`src/rtl/ifo_pkg.sv`:
```
// Shared definitions for the interrupt flag collector.
// Assumes a fixed four-word register window.
package ifo_pkg;
    localparam int ADDR_W = 2;

    typedef enum logic [ADDR_W-1:0] {
        REG_FLAGS  = 2'd0,
        REG_EN_SET = 2'd1,
        REG_EN_CLR = 2'd2,
        REG_OFFSET = 2'd3
    } ifo_reg_e;
endpackage

```
`src/rtl/ifo_prio_enc.sv`:
```
// Lowest-index-first priority encoder.
// Produces the offset code (index+1, 0 when idle) and a one-hot of the winner.
// Assumes CODE_W can hold NUM_SRC.
module ifo_prio_enc #(
    parameter int NUM_SRC = 32,
    parameter int CODE_W  = $clog2(NUM_SRC + 1)
) (
    input  logic [NUM_SRC-1:0] pend,
    output logic [CODE_W-1:0]  code,
    output logic [NUM_SRC-1:0] winner
);
    // Scan from the top down so the lowest pending index is written last and wins.
    always_comb begin
        code   = '0;
        winner = '0;
        for (int i = NUM_SRC - 1; i >= 0; i--) begin
            if (pend[i]) begin
                code   = CODE_W'(i + 1);
                winner = '0;
                winner[i] = 1'b1;
            end
        end
    end
endmodule

```
`src/rtl/ifo_flag_bank.sv`:
```
// One sticky flag per source. A set request beats a clear request in the same cycle.
// Assumes set and clear vectors are already qualified by the caller.
module ifo_flag_bank #(
    parameter int NUM_SRC = 32
) (
    input  logic               clk,
    input  logic               rst_n,
    input  logic [NUM_SRC-1:0] set_vec,
    input  logic [NUM_SRC-1:0] clr_vec,
    output logic [NUM_SRC-1:0] flags
);
    for (genvar g = 0; g < NUM_SRC; g++) begin : g_flag
        // Hold, set or clear one flag bit, with set taking precedence.
        always_ff @(posedge clk) begin
            if (!rst_n)
                flags[g] <= 1'b0;
            else if (set_vec[g])
                flags[g] <= 1'b1;
            else if (clr_vec[g])
                flags[g] <= 1'b0;
        end
    end
endmodule

```
`src/rtl/ifo_enable_reg.sv`:
```
// Enable mask written through separate set and clear strobes.
// Assumes at most one strobe per cycle. If both are high, the clear is applied last.
module ifo_enable_reg #(
    parameter int NUM_SRC = 32
) (
    input  logic               clk,
    input  logic               rst_n,
    input  logic               set_wr,
    input  logic               clr_wr,
    input  logic [NUM_SRC-1:0] wdata,
    output logic [NUM_SRC-1:0] en
);
    logic [NUM_SRC-1:0] en_next;

    // Apply the set mask and then the clear mask to the current enables.
    always_comb begin
        en_next = en;
        if (set_wr) en_next = en_next | wdata;
        if (clr_wr) en_next = en_next & ~wdata;
    end

    // Register the enable mask.
    always_ff @(posedge clk) begin
        if (!rst_n) en <= '0;
        else        en <= en_next;
    end
endmodule

```
`src/rtl/irq_flag_unit.sv`:
```
// Interrupt flag collector with a priority offset readout.
// Sticky per-source flags, a write-1-clear flag word, a set/clear enable pair,
// and an offset word whose read retires the top pending flag unless dbg_mode is high.
// Assumes a single-cycle bus_sel strobe per access. Read data is registered.
module irq_flag_unit #(
    parameter int NUM_SRC = 32
) (
    input  logic                       clk,
    input  logic                       rst_n,
    input  logic                       bus_sel,
    input  logic                       bus_wr,
    input  logic [ifo_pkg::ADDR_W-1:0] bus_addr,
    input  logic [NUM_SRC-1:0]         bus_wdata,
    output logic [NUM_SRC-1:0]         bus_rdata,
    input  logic [NUM_SRC-1:0]         src_evt,
    input  logic                       dbg_mode,
    output logic                       irq
);
    import ifo_pkg::*;

    localparam int CODE_W = $clog2(NUM_SRC + 1);

    ifo_reg_e           reg_sel;
    logic               wr_flags, wr_en_set, wr_en_clr, rd_offset, rd_any;
    logic [NUM_SRC-1:0] flag_q, en_q, pend, winner, set_vec, clr_vec;
    logic [CODE_W-1:0]  ofs_code;
    logic [NUM_SRC-1:0] rd_mux;

    assign reg_sel = ifo_reg_e'(bus_addr);

    // Decode the access strobe into per-register actions.
    always_comb begin
        wr_flags  = bus_sel &&  bus_wr && (reg_sel == REG_FLAGS);
        wr_en_set = bus_sel &&  bus_wr && (reg_sel == REG_EN_SET);
        wr_en_clr = bus_sel &&  bus_wr && (reg_sel == REG_EN_CLR);
        rd_offset = bus_sel && !bus_wr && (reg_sel == REG_OFFSET);
        rd_any    = bus_sel && !bus_wr;
    end

    assign pend = flag_q & en_q;

    ifo_prio_enc #(.NUM_SRC(NUM_SRC), .CODE_W(CODE_W)) u_prio (
        .pend   (pend),
        .code   (ofs_code),
        .winner (winner)
    );

    // Form the per-bit set and clear requests for the flag bank.
    always_comb begin
        set_vec = src_evt & en_q;
        clr_vec = '0;
        if (wr_flags)              clr_vec = clr_vec | bus_wdata;
        if (rd_offset && !dbg_mode) clr_vec = clr_vec | winner;
    end

    ifo_flag_bank #(.NUM_SRC(NUM_SRC)) u_flags (
        .clk     (clk),
        .rst_n   (rst_n),
        .set_vec (set_vec),
        .clr_vec (clr_vec),
        .flags   (flag_q)
    );

    ifo_enable_reg #(.NUM_SRC(NUM_SRC)) u_en (
        .clk    (clk),
        .rst_n  (rst_n),
        .set_wr (wr_en_set),
        .clr_wr (wr_en_clr),
        .wdata  (bus_wdata),
        .en     (en_q)
    );

    // Select the word returned by a read.
    always_comb begin
        unique case (reg_sel)
            REG_FLAGS:  rd_mux = flag_q;
            REG_EN_SET: rd_mux = en_q;
            REG_EN_CLR: rd_mux = en_q;
            REG_OFFSET: rd_mux = NUM_SRC'(ofs_code);
            default:    rd_mux = '0;
        endcase
    end

    // Capture read data on the accepting edge and hold it between reads.
    always_ff @(posedge clk) begin
        if (!rst_n)      bus_rdata <= '0;
        else if (rd_any) bus_rdata <= rd_mux;
    end

    // Raise the request while any enabled flag is pending.
    assign irq = |pend;
endmodule

```
`config.mk`:
```
export PLATFORM = sky130hd
export DESIGN_NAME = irq_flag_unit
export DESIGN_NICKNAME = d
export VERILOG_FILES = /design/src/rtl/ifo_pkg.sv /design/src/rtl/ifo_prio_enc.sv /design/src/rtl/ifo_flag_bank.sv /design/src/rtl/ifo_enable_reg.sv /design/src/rtl/irq_flag_unit.sv
export SDC_FILE = /design/constraint.sdc
export NUM_CORES = 1
export LEC_CHECK = 0
export BUFFER_PORTS_ARGS = -buffer_cell sky130_fd_sc_hd__buf_2
export CORE_AREA = 10 10 125 127
export CTS_CLUSTER_SIZE = 40
export DETAILED_ROUTE_END_ITERATION = 6
export DIE_AREA = 0 0 135 137
export PLACE_DENSITY_LB_ADDON = 0.1
export SETUP_SLACK_MARGIN = 0.15
export SLEW_MARGIN = 0
export SYNTH_ARGS = -nofsm -noshare
export SYNTH_HDL_FRONTEND = slang
export SYNTH_SLANG_ARGS = --single-unit
```
`constraint.sdc`:
```
create_clock -name clk -period 2 [get_ports clk]
set_input_delay 0 -clock clk [delete_from_list [all_inputs] [get_ports clk]]
set_output_delay 0 -clock clk [all_outputs]
set_load 0.02 [all_outputs]
```
# Yosys cells after proc, flatten, opt, wreduce, memory -nomap -nowiden
# Index checks and enable logic that the tools add are counted.
dict set report word_totals {
  reg_bits 96
  elab_cells 220
}
dict set report classes {
  eq_ne 3
  muxes 133
  bitwise_logic 6
  n_reduce_logical 44
}
# op count
set ops {}
lappend ops {{$mux 32} 36}
lappend ops {{$mux 6} 32}
lappend ops {{$and 32x32->32} 3}
lappend ops {{$pmux 32 s3} 1}
lappend ops {{$mux 1} 64}
lappend ops {{$or 32x32->32} 2}
lappend ops {{$reduce_bool 2->1} 32}
lappend ops {{$not 32->32} 1}
lappend ops {{$reduce_or 32->1} 1}
lappend ops {{$logic_and 1x1->1} 7}
lappend ops {{$eq 2x2->1 const B} 2}
lappend ops {{$eq 2x1->1 const B} 1}
lappend ops {{$logic_not 1->1} 2}
lappend ops {{$logic_not 2->1} 1}
lappend ops {{$reduce_or 2->1} 1}

# Logic depth before layout (Yosys ltp)
# Gate-level depths: netlist of run 1.
dict set report logic_depth {
  depth_word 37
  mapped_depth 9
  depth_no_buf 8
}

# Cells and area by module
# Synthesis of run 1 repeated with hierarchy kept, for this count alone.
dict set report unflattened {
  hier_cells 602
  area_unflattened_um2 5474.0
}
# mod instances cells_per_inst area_each_um2
set by_module_without_submodules {}
lappend by_module_without_submodules {irq_flag_unit 1 283 2290.9}
lappend by_module_without_submodules {ifo_enable_reg 1 106 1271.2}
lappend by_module_without_submodules {ifo_flag_bank 1 99 1114.8}
lappend by_module_without_submodules {ifo_prio_enc 1 114 797.0}

# Worst setup path before layout of run 1
# OpenSTA, ideal clock, no wires.
dict set report synth_path {
  path_type {reg2reg}
  start {register with a tool-made name}
  end {register u_flags.flags[31]}
  arrival_time_ns 1.737
  required_time_ns 1.884
  slack_ns 0.147
  stages_incl_launch_ff 8
  period_less_slack_ns 1.853
  path_cell_list {dfxtp_1 -> buf_6 -> a222oi_1 -> nand4_1 -> or3_4 -> nor4b_4 -> a221o_1 -> a21boi_1}
}
# item line_no
set synth_lines {}
lappend synth_lines {{end signal: indexed assignment} ifo_flag_bank.sv:16} ;# flags[g] <= 1'b0;
lappend synth_lines {{end signal: indexed assignment} ifo_flag_bank.sv:18} ;# flags[g] <= 1'b1;
lappend synth_lines {{end signal: indexed assignment} ifo_flag_bank.sv:20} ;# flags[g] <= 1'b0;
lappend synth_lines {{end: declaration} ifo_flag_bank.sv:10} ;# output logic [NUM_SRC-1:0] flags

==> results.json, run 1 <==
{
  "worstPathRequired_ns": 2.00,
  "setup_tns_ns": 0,
  "min_period_over_period_pct": 94.5,
  "power_density_mw_per_mm2": 610,
  "fin_ws_ns": 0.110,
  "synth_edf_count": 0,
  "synth_seq_area_share_pct": 37.5,
  "nNetsFinal": 963,
  "maxCapViolCount": 0,
  "relSlewSlack_pct": 68.6,
  "synth_area_sq_mm": 0.00512,
  "cts.sinks": 96,
  "final-setup-viol-count": 0,
  "viasPerCell": 5.51,
  "drc": 0,
  "grt_setup_unrepaired": "true",
  "end_kind": "output pin",
  "yosysUniqueCellTypes": 60,
  "io_buffers": 103,
  "finalClockSkew_ns": 0.00627,
  "vias": 5885,
  "synth-async-reset-ratio_pct": 0,
  "fp-row-count": 42,
  "timing.fmax_mhz": 529,
  "outcome": "finished clean",
  "numCtsBuffers": 9,
  "drt_iter0_markers": 482,
  "clk_path_buf_depth": 2,
  "initial_utilization_pct": 39.1,
  "insertion_delay_ns": 0.35,
  "hp-class": "in2reg",
  "finalPower_mw": 4.57,
  "place.gp.congestion": 0.860,
  "yosysWarnings": 0,
  "synth.largest_area_cell": "dfxtp_1",
  "die_w_um": 135,
  "fin_crit_ns": 1.89,
  "drive_gt1_share_pct": 28.9,
  "overflow": 0,
  "cpPeakStageDelay_ns": 0.43,
  "synth_cells": 670,
  "fin_hold_ws_ns": 0.169,
  "post_dp_cell_area_sq_mm": 0.00622,
  "startpoint_type": "flop",
  "synth_commonest_cells": "nand2_1, dfxtp_1, a21oi_1, nor2_1, clkbuf_1",
  "antenna_found_initial": 0,
  "clock-root-buffer": "clkbuf_16",
  "crit_type": "reg2out",
  "synth_flop_cell": "dfxtp_1",
  "yosysMostFrequentCell": "nand2_1",
  "critPathArrivalTime_ns": 1.89,
  "synth_seq_cells": 96,
  "ir_drop_v": 0.000330,
  "first_pass_iters": 5,
  "chipHeight_um": 137,
  "hpwl_um": 12400,
  "ios": 104,
  "ant_nets": 0,
  "wl_per_cell_um": 17.2,
  "postLayoutCellArea_sq_mm": 0.00749,
  "htreeDepth": 3,
  "tightest_slew_ns": 0.471,
  "slew_violations": 0,
  "cts.clk_slew.worst_paths_ns": 0.06,
  "hold_viol_final": 0,
  "syn_avg_cell_area_sq_um": 7.64,
  "die_area_sq_mm": 0.0185,
  "n_antenna_cell": 0,
  "area_growth_pct": 46.3,
  "grt_pass1_vias": 5927,
  "grtUsageTotal_pct": 19.8,
  "syn-num-nets": 745,
  "dp_slack_ns": -0.0362,
  "cts_tree": "done",
  "routed_wl_um": 18400,
  "slowest_stage": "or3_4",
  "synth_area_leaders": "dfxtp_1, nand2_1, a21oi_1",
  "p_leak_nw": 3.35,
  "core_area_sq_mm": 0.0131,
  "grt_pass1_wl_um": 30000,
  "synth_top_area_share_pct": 37.5,
  "path_cells": "a22oi_2, nand2_1, or3_4, nor3_2, nand4_1, buf_4",
  "cp_max_fo": 3,
  "grt_max_degree": 111
}
[critical path: cells and delay by family (launching register included)]
kind	cells	cell delay [ns]
buffers and inverters	1	0.20
AND/OR/NAND/NOR	4	0.79
flip-flops	1	0.33
AO/OA/AOI/OAI	1	0.23
[cell families after synthesis]
| group | after synthesis | share of synthesized area [%] |
|---|---|---|
| simple gates | 319 | 27.9 |
| compound gates | 199 | 29.2 |
| fa+ha+maj | 4 | 0.977 |
| buf+inv | 52 | 4.40 |
| flops | 96 | 37.5 |
[placed cells by master, fill, tap and decap left out, types with 5 or more instances in the layout]
| master | Yosys | routed |
|---|---|---|
| buf_2 | 3 | 102 |
| dfxtp_2 | 0 | 10 |
| nand2_1 | 199 | 195 |
| buf_6 | 1 | 6 |
| o21ai_0 | 7 | 6 |
| nand3_1 | 28 | 24 |
| a21boi_1 | 2 | 7 |
| a31o_2 | 6 | 6 |
| clkbuf_16 | 0 | 9 |
| o211a_1 | 26 | 26 |
| a22oi_2 | 1 | 9 |
| a32oi_1 | 8 | 8 |
| a21oi_1 | 53 | 53 |
| dlygate4sd3_1 | 0 | 64 |
| a221o_1 | 5 | 5 |
| o211ai_1 | 30 | 30 |
| buf_4 | 0 | 76 |
| nor2_1 | 38 | 36 |
| nor2b_1 | 12 | 11 |
| dfxtp_1 | 96 | 86 |
| a31oi_1 | 8 | 8 |
| a32o_1 | 9 | 9 |
| nand4_1 | 6 | 6 |
| nand2b_1 | 6 | 6 |
| inv_1 | 9 | 9 |
[timing repair]
action	in CTS	in global routing
pin swaps	18	24
endpoints found under the setup margin	22	28
gates resized for setup	30	29
hold endpoints to repair	64	0
buffers inserted	12	2
hold buffers	64	0
[final timing paths]
check	depth (start not counted)	slack, ns	end	from
worst min-delay path	4	0.17	bus_rdata[2]$_SDFFE_PN0P_	bus_sel
worst max register to register	6	0.12	u_flags.flags[31]$_SDFFE_PN0P_	flop
worst max-delay path	6	0.11	irq	flop
worst min register to register	2	0.48	bus_rdata[2]$_SDFFE_PN0P_	bus_rdata[2]$_SDFFE_PN0P_
[report_power, final]
group	switching (mW)	total, mW	internal, mW
Combinational	0.341	0.634	0.293
Clock	0.768	1.92	1.16
Sequential	0.0410	2.01	1.97
Total	1.15	4.57	3.42
[area by class of cell]
| cell class | instances | area [sq um] |
|---|---|---|
| clock buffers | 12 | 256 |
| clock inverters | 3 | 65.1 |
| fillers | 1183 | 5590 |
| inverters | 9 | 33.8 |
| multi-input cells | 522 | 3150 |
| flip-flops and latches | 96 | 1930 |
| well taps | 176 | 220 |
| repair buffers | 250 | 1830 |
[metal layers]
metal,GRT usage [%],vias up,wire length [um]
li1,-,2849,-
met1,24.3,2834,8050
met2,33.8,175,9020
met3,4.22,27,996
met4,6.64,0,333
met5,0,-,0
[metrics by stage]
stage	std cells	utilization, %
after global routing	1068	57.2
after detailed placement	975	47.5
after global placement	975	47.5
final	1068	57.2
after CTS	1066	56.4
after floorplan	670	-
Power figures use the tool's default switching activity.
==> run 2: changes to the inputs <==
--- a/config.mk
+++ b/config.mk
@@ -7,6 +7,7 @@
 export LEC_CHECK = 0
 export BUFFER_PORTS_ARGS = -buffer_cell sky130_fd_sc_hd__buf_2
 export CORE_AREA = 10 10 125 127
+export CTS_BUF_LIST = sky130_fd_sc_hd__clkbuf_4 sky130_fd_sc_hd__clkbuf_8
 export CTS_CLUSTER_SIZE = 40
 export DETAILED_ROUTE_END_ITERATION = 6
 export DIE_AREA = 0 0 135 137
==> results.json, run 2 (same netlist as run 1, synthesis figures left out) <==
{
  "outcome": "finished clean",
  "path_buf_inv": 1,
  "grt_pass1_vias": 5929,
  "vias": 5874,
  "worstPathRequired_ns": 2.00,
  "ios": 104,
  "finalClockSkew_ns": 0.0103,
  "final_cell_mix": "nand2_1, buf_2, dfxtp_1, buf_4, dlygate4sd3_1",
  "first_pass_iters": 5,
  "holdPathStages": 4,
  "grt_pass1_wl_um": 30000,
  "die_area_sq_mm": 0.0185,
  "routed_wl_um": 18600,
  "drive_gt1_share_pct": 29.4,
  "end_kind": "output pin",
  "hp-class": "in2reg",
  "clk_path_buf_depth": 2,
  "viasPerCell": 5.51,
  "wl_per_cell_um": 17.4,
  "path_cells": "a22oi_2, nand2_1, or3_4, nor3_2, nand4_1, buf_4",
  "p_leak_nw": 3.30,
  "fill_cells": 1196,
  "hpwl_um": 12400,
  "slowest_stage": "or3_4",
  "reg2reg_depth": 7,
  "fp-row-count": 42,
  "worstHoldEndpoint": "bus_rdata[2]$_SDFFE_PN0P_",
  "critPathArrivalTime_ns": 1.93,
  "clock-root-buffer": "clkbuf_8",
  "core_area_sq_mm": 0.0131,
  "area_growth_pct": 44.4,
  "io_buffers": 103,
  "cp_top_family": "simple AND/OR/NAND/NOR gates",
  "postLayoutCellArea_sq_mm": 0.00740,
  "ir_drop_v": 0.000303,
  "grt_setup_unrepaired": "true",
  "timing.fmax_mhz": 517,
  "tightest_slew_ns": 0.476,
  "post_dp_cell_area_sq_mm": 0.00622,
  "insertion_delay_ns": 0.39,
  "maxCapViolCount": 0,
  "overflow": 0,
  "cts.clk_slew.worst_paths_ns": 0.09,
  "chipHeight_um": 137,
  "cts_tree": "done",
  "place.gp.congestion": 0.860,
  "fin_crit_ns": 1.93,
  "grt_max_degree": 111,
  "cts.sinks": 96,
  "crit_type": "reg2out",
  "relSlewSlack_pct": 68.2,
  "r2r_slack_ns": 0.07,
  "drc": 0,
  "ant_nets": 0,
  "layout_commonest_cell": "nand2_1",
  "finalPower_mw": 4.15,
  "drt_iter0_markers": 398,
  "slew_violations": 0,
  "cpPeakStageDelay_ns": 0.42,
  "min_from": "bus_sel",
  "r2r-end": "u_flags.flags[18]$_SDFFE_PN0P_",
  "n_antenna_cell": 0,
  "startpoint_type": "flop",
  "final-setup-viol-count": 0,
  "htreeDepth": 3,
  "antenna_found_initial": 0,
  "min_period_over_period_pct": 96.7,
  "numCtsBuffers": 9,
  "initial_utilization_pct": 39.1,
  "cp_max_fo": 3,
  "grtUsageTotal_pct": 19.9,
  "power_density_mw_per_mm2": 562,
  "nNetsFinal": 961,
  "hold_viol_final": 0,
  "final_util_pct": 56.5,
  "die_w_um": 135
}
run 2: cell types whose count changed in the layout (fill, tap and decap cells not counted), sizes merged:
| cell | delta |
|---|---|
| buf | -3 |
| dlygate4sd3 | +1 |
run 2: worst min-delay path: stages:
cell	delay (ns)
buf_2	0.12
nand2b_1	0.17
nand3_1	0.13
nand2_1	0.05
run 2: metal layers:
metal	vias to the layer above	wire [um]	global-route usage [%]	share of wire [%]
met5	-	0	0	0
met4	0	328	6.94	1.8
met3	27	911	4.18	4.9
met2	166	9220	33.9	50
met1	2837	8110	24.2	44
li1	2844	-	-	-
run 2: layout make-up:
type	count	area, sq um	area share [%]
Multi-Input combinational cell	522	3170	42.8
Sequential cell	96	1940	26.2
Timing Repair Buffer	248	1810	24.5
Tap cell	176	220	2.98
Clock buffer	12	159	2.15
Clock inverter	3	65.1	0.880
Inverter	9	33.8	0.457
run 2: through the flow:
stage	TNS, ns	instances	setup WS, ns	hold slack [ns]
3_3_place_gp	-0.0349	975	-0.0237	0.243
6_report	0	1066	0.0650	0.131
2_1_floorplan	0	670	0.162	0.137
5_1_grt	-0.0296	1066	-0.0230	0.165
3_5_place_dp	-0.0641	975	-0.0362	0.249
4_1_cts	0	1064	0.0337	0.141
run 2: how the worst max path moves through the flow:
| stage | startpoint | endpoint | slack (ns) | cells after the start |
|---|---|---|---|---|
| 6_report | flop | irq | 0.07 | 6 |
| 5_1_grt | flop | u_flags.flags[31]$_SDFFE_PN0P_ | -0.02 | 6 |
| 4_1_cts | u_flags.flags[11]$_SDFFE_PN0P_ | irq | 0.03 | 6 |
| 3_5_place_dp | u_flags.flags[10]$_SDFFE_PN0P_ | u_flags.flags[27]$_SDFFE_PN0P_ | -0.04 | 7 |
| 3_3_place_gp | u_flags.flags[1]$_SDFFE_PN0P_ | u_flags.flags[26]$_SDFFE_PN0P_ | -0.02 | 8 |
| 2_1_floorplan | flop | u_flags.flags[31]$_SDFFE_PN0P_ | 0.16 | 7 |
run 2: timing repair:
item,4_1_cts,5_1_grt
buffers inserted,9,2
setup endpoints to repair,25,27
hold buffers,65,0
endpoints found under the hold margin,64,0
resized for setup,27,39
pin swaps,21,20
run 2: where the power goes:
part / total, mW / switching, mW / internal [mW]
clock: 1.51 / 0.728 / 0.779
combinational: 0.636 / 0.343 / 0.293
sequential: 2.01 / 0.0411 / 1.97
total: 4.15 / 1.11 / 3.04
==> run 3: changes to the inputs <==
==> constraint.sdc (replaced) <==
create_clock -name clk -period 1.8 [get_ports clk]
set_input_delay 0 -clock clk [delete_from_list [all_inputs] [get_ports clk]]
set_output_delay 0 -clock clk [all_outputs]
set_load 0.02 [all_outputs]
==> results.json, run 3 (same netlist as run 1, synthesis figures left out) <==
{
  "final_cell_mix": "nand2_1, buf_2, buf_4, dfxtp_1, dlygate4sd3_1",
  "die_w_um": 135,
  "startpoint_type": "flop",
  "fp-row-count": 42,
  "multi_input_area_sq_mm": 0.00330,
  "p_switching_mw": 1.22,
  "first_pass_iters": 7,
  "cts_tree": "done",
  "numCtsBuffers": 9,
  "hpwl_um": 12400,
  "seq_power_share_pct": 51.6,
  "swShare_pct": 28.2,
  "grt_max_degree": 111,
  "wl_per_cell_um": 16.8,
  "overflow": 0,
  "place.gp.congestion": 0.879,
  "tightest_slew_ns": 0.501,
  "nNetsFinal": 985,
  "n_antenna_cell": 0,
  "critPathArrivalTime_ns": 1.96,
  "clk_path_buf_depth": 2,
  "final-setup-viol-count": 15,
  "insertion_delay_ns": 0.39,
  "drc": 0,
  "power_density_mw_per_mm2": 560,
  "cts.clk_slew.worst_paths_ns": 0.09,
  "relSlewSlack_pct": 66.6,
  "fin_ws_ns": -0.163,
  "violations": "negative setup slack",
  "core_area_sq_mm": 0.0131,
  "fill_cells": 1212,
  "drt_iter0_markers": 335,
  "cts.sinks": 96,
  "postLayoutCellArea_sq_mm": 0.00772,
  "outcome": "finished, violations left",
  "clock-root-buffer": "clkbuf_8",
  "final_util_pct": 59.0,
  "min_period_over_period_pct": 109,
  "p_leak_nw": 3.44,
  "grt_setup_unrepaired": "true",
  "maxCapViolCount": 0,
  "hold_viol_final": 0,
  "worstPathRequired_ns": 1.80,
  "hp-class": "in2reg",
  "layout_commonest_cell": "nand2_1",
  "p_int_mw": 3.11,
  "grt_pass1_wl_um": 29300,
  "chipHeight_um": 137,
  "initial_utilization_pct": 39.1,
  "finalPower_mw": 4.33,
  "viasPerCell": 5.38,
  "drive_gt1_share_pct": 33.5,
  "ios": 104,
  "pwr-share-clk_pct": 31.7,
  "grtUsageTotal_pct": 19.4,
  "grt_pass1_vias": 5763,
  "die_area_sq_mm": 0.0185,
  "antenna_found_initial": 0,
  "regArea_sq_mm": 0.00194,
  "ir_drop_v": 0.000334,
  "timing.fmax_mhz": 509,
  "area_growth_pct": 50.8,
  "ant_nets": 0,
  "cp_max_fo": 4,
  "io_buffers": 103,
  "routed_wl_um": 18300,
  "vias": 5867,
  "end_kind": "output pin",
  "htreeDepth": 3,
  "slew_violations": 0,
  "crit_type": "reg2out",
  "setup_tns_ns": -0.863,
  "pwr-share-comb_pct": 16.7,
  "post_dp_cell_area_sq_mm": 0.00644,
  "finalClockSkew_ns": 0.0118,
  "fin_crit_ns": 1.96
}
==> run 3: through the flow <==
step,std cells,hold WS (ns),worst slack (ns)
after global routing,1090,0.152,-0.256
after floorplan,670,0.137,-0.0374
after CTS,1086,0.116,-0.143
after global placement,993,0.248,-0.0866
after detailed placement,993,0.249,-0.148
final,1090,0.121,-0.163
==> run 3: worst paths after layout <==
path                                                start                             end  slack, ns  cells past startpoint
worst max-delay path                                 flop                             irq      -0.16                      6
worst min-delay path                                rst_n                            flop       0.12                      4
worst min register to register  bus_rdata[3]$_SDFFE_PN0P_       bus_rdata[3]$_SDFFE_PN0P_       0.50                      2
worst max register to register                       flop  u_flags.flags[31]$_SDFFE_PN0P_      -0.15                      7
==> run 3: final cells by class <==
| class | instances | area share, % |
|---|---|---|
| sequential | 96 | 25.2 |
| clock buffer | 12 | 2.06 |
| multi-input combinational | 522 | 42.7 |
| timing repair buffer | 272 | 26.5 |
| inverter | 9 | 0.438 |
| clock inverter | 3 | 0.227 |
| tap | 176 | 2.85 |
==> run 3: power by group through the flow <==
stage / Sequential [mW] / Combinational, mW / Clock [mW]
after floorplan: 2.33 / 0.261 / 0
after global placement: 2.28 / 0.585 / 0
after detailed placement: 2.28 / 0.590 / 0
after CTS: 2.23 / 0.713 / 1.40
after global routing: 2.24 / 0.789 / 1.48
final: 2.23 / 0.723 / 1.37
==> run 3: worst max-delay path, cell delays in order, from the launching register on <==
cell	delay (ns)
dfxtp_2	0.35
a22oi_2	0.25
nand2_1	0.12
or3_4	0.39
nor3_2	0.14
nand4_1	0.15
buf_6	0.17
==> run 3: repair_timing <==
| item | in CTS | in global routing |
|---|---|---|
| setup buffers | 14 | 4 |
| hold buffers | 64 | 0 |
| pin swaps | 36 | 32 |
| resized for setup | 55 | 37 |
| hold endpoints to repair | 64 | 0 |
| endpoints found under the setup margin | 31 | 35 |
==> run 3: layer usage <==
layer  vias up  routed length, um  GRT usage (%)
li1       2893                  -              -
met1      2799               7990           23.4
met2       150               9120           33.8
met3        25                835           3.63
met4         0                357           7.00
met5         -                  0              0
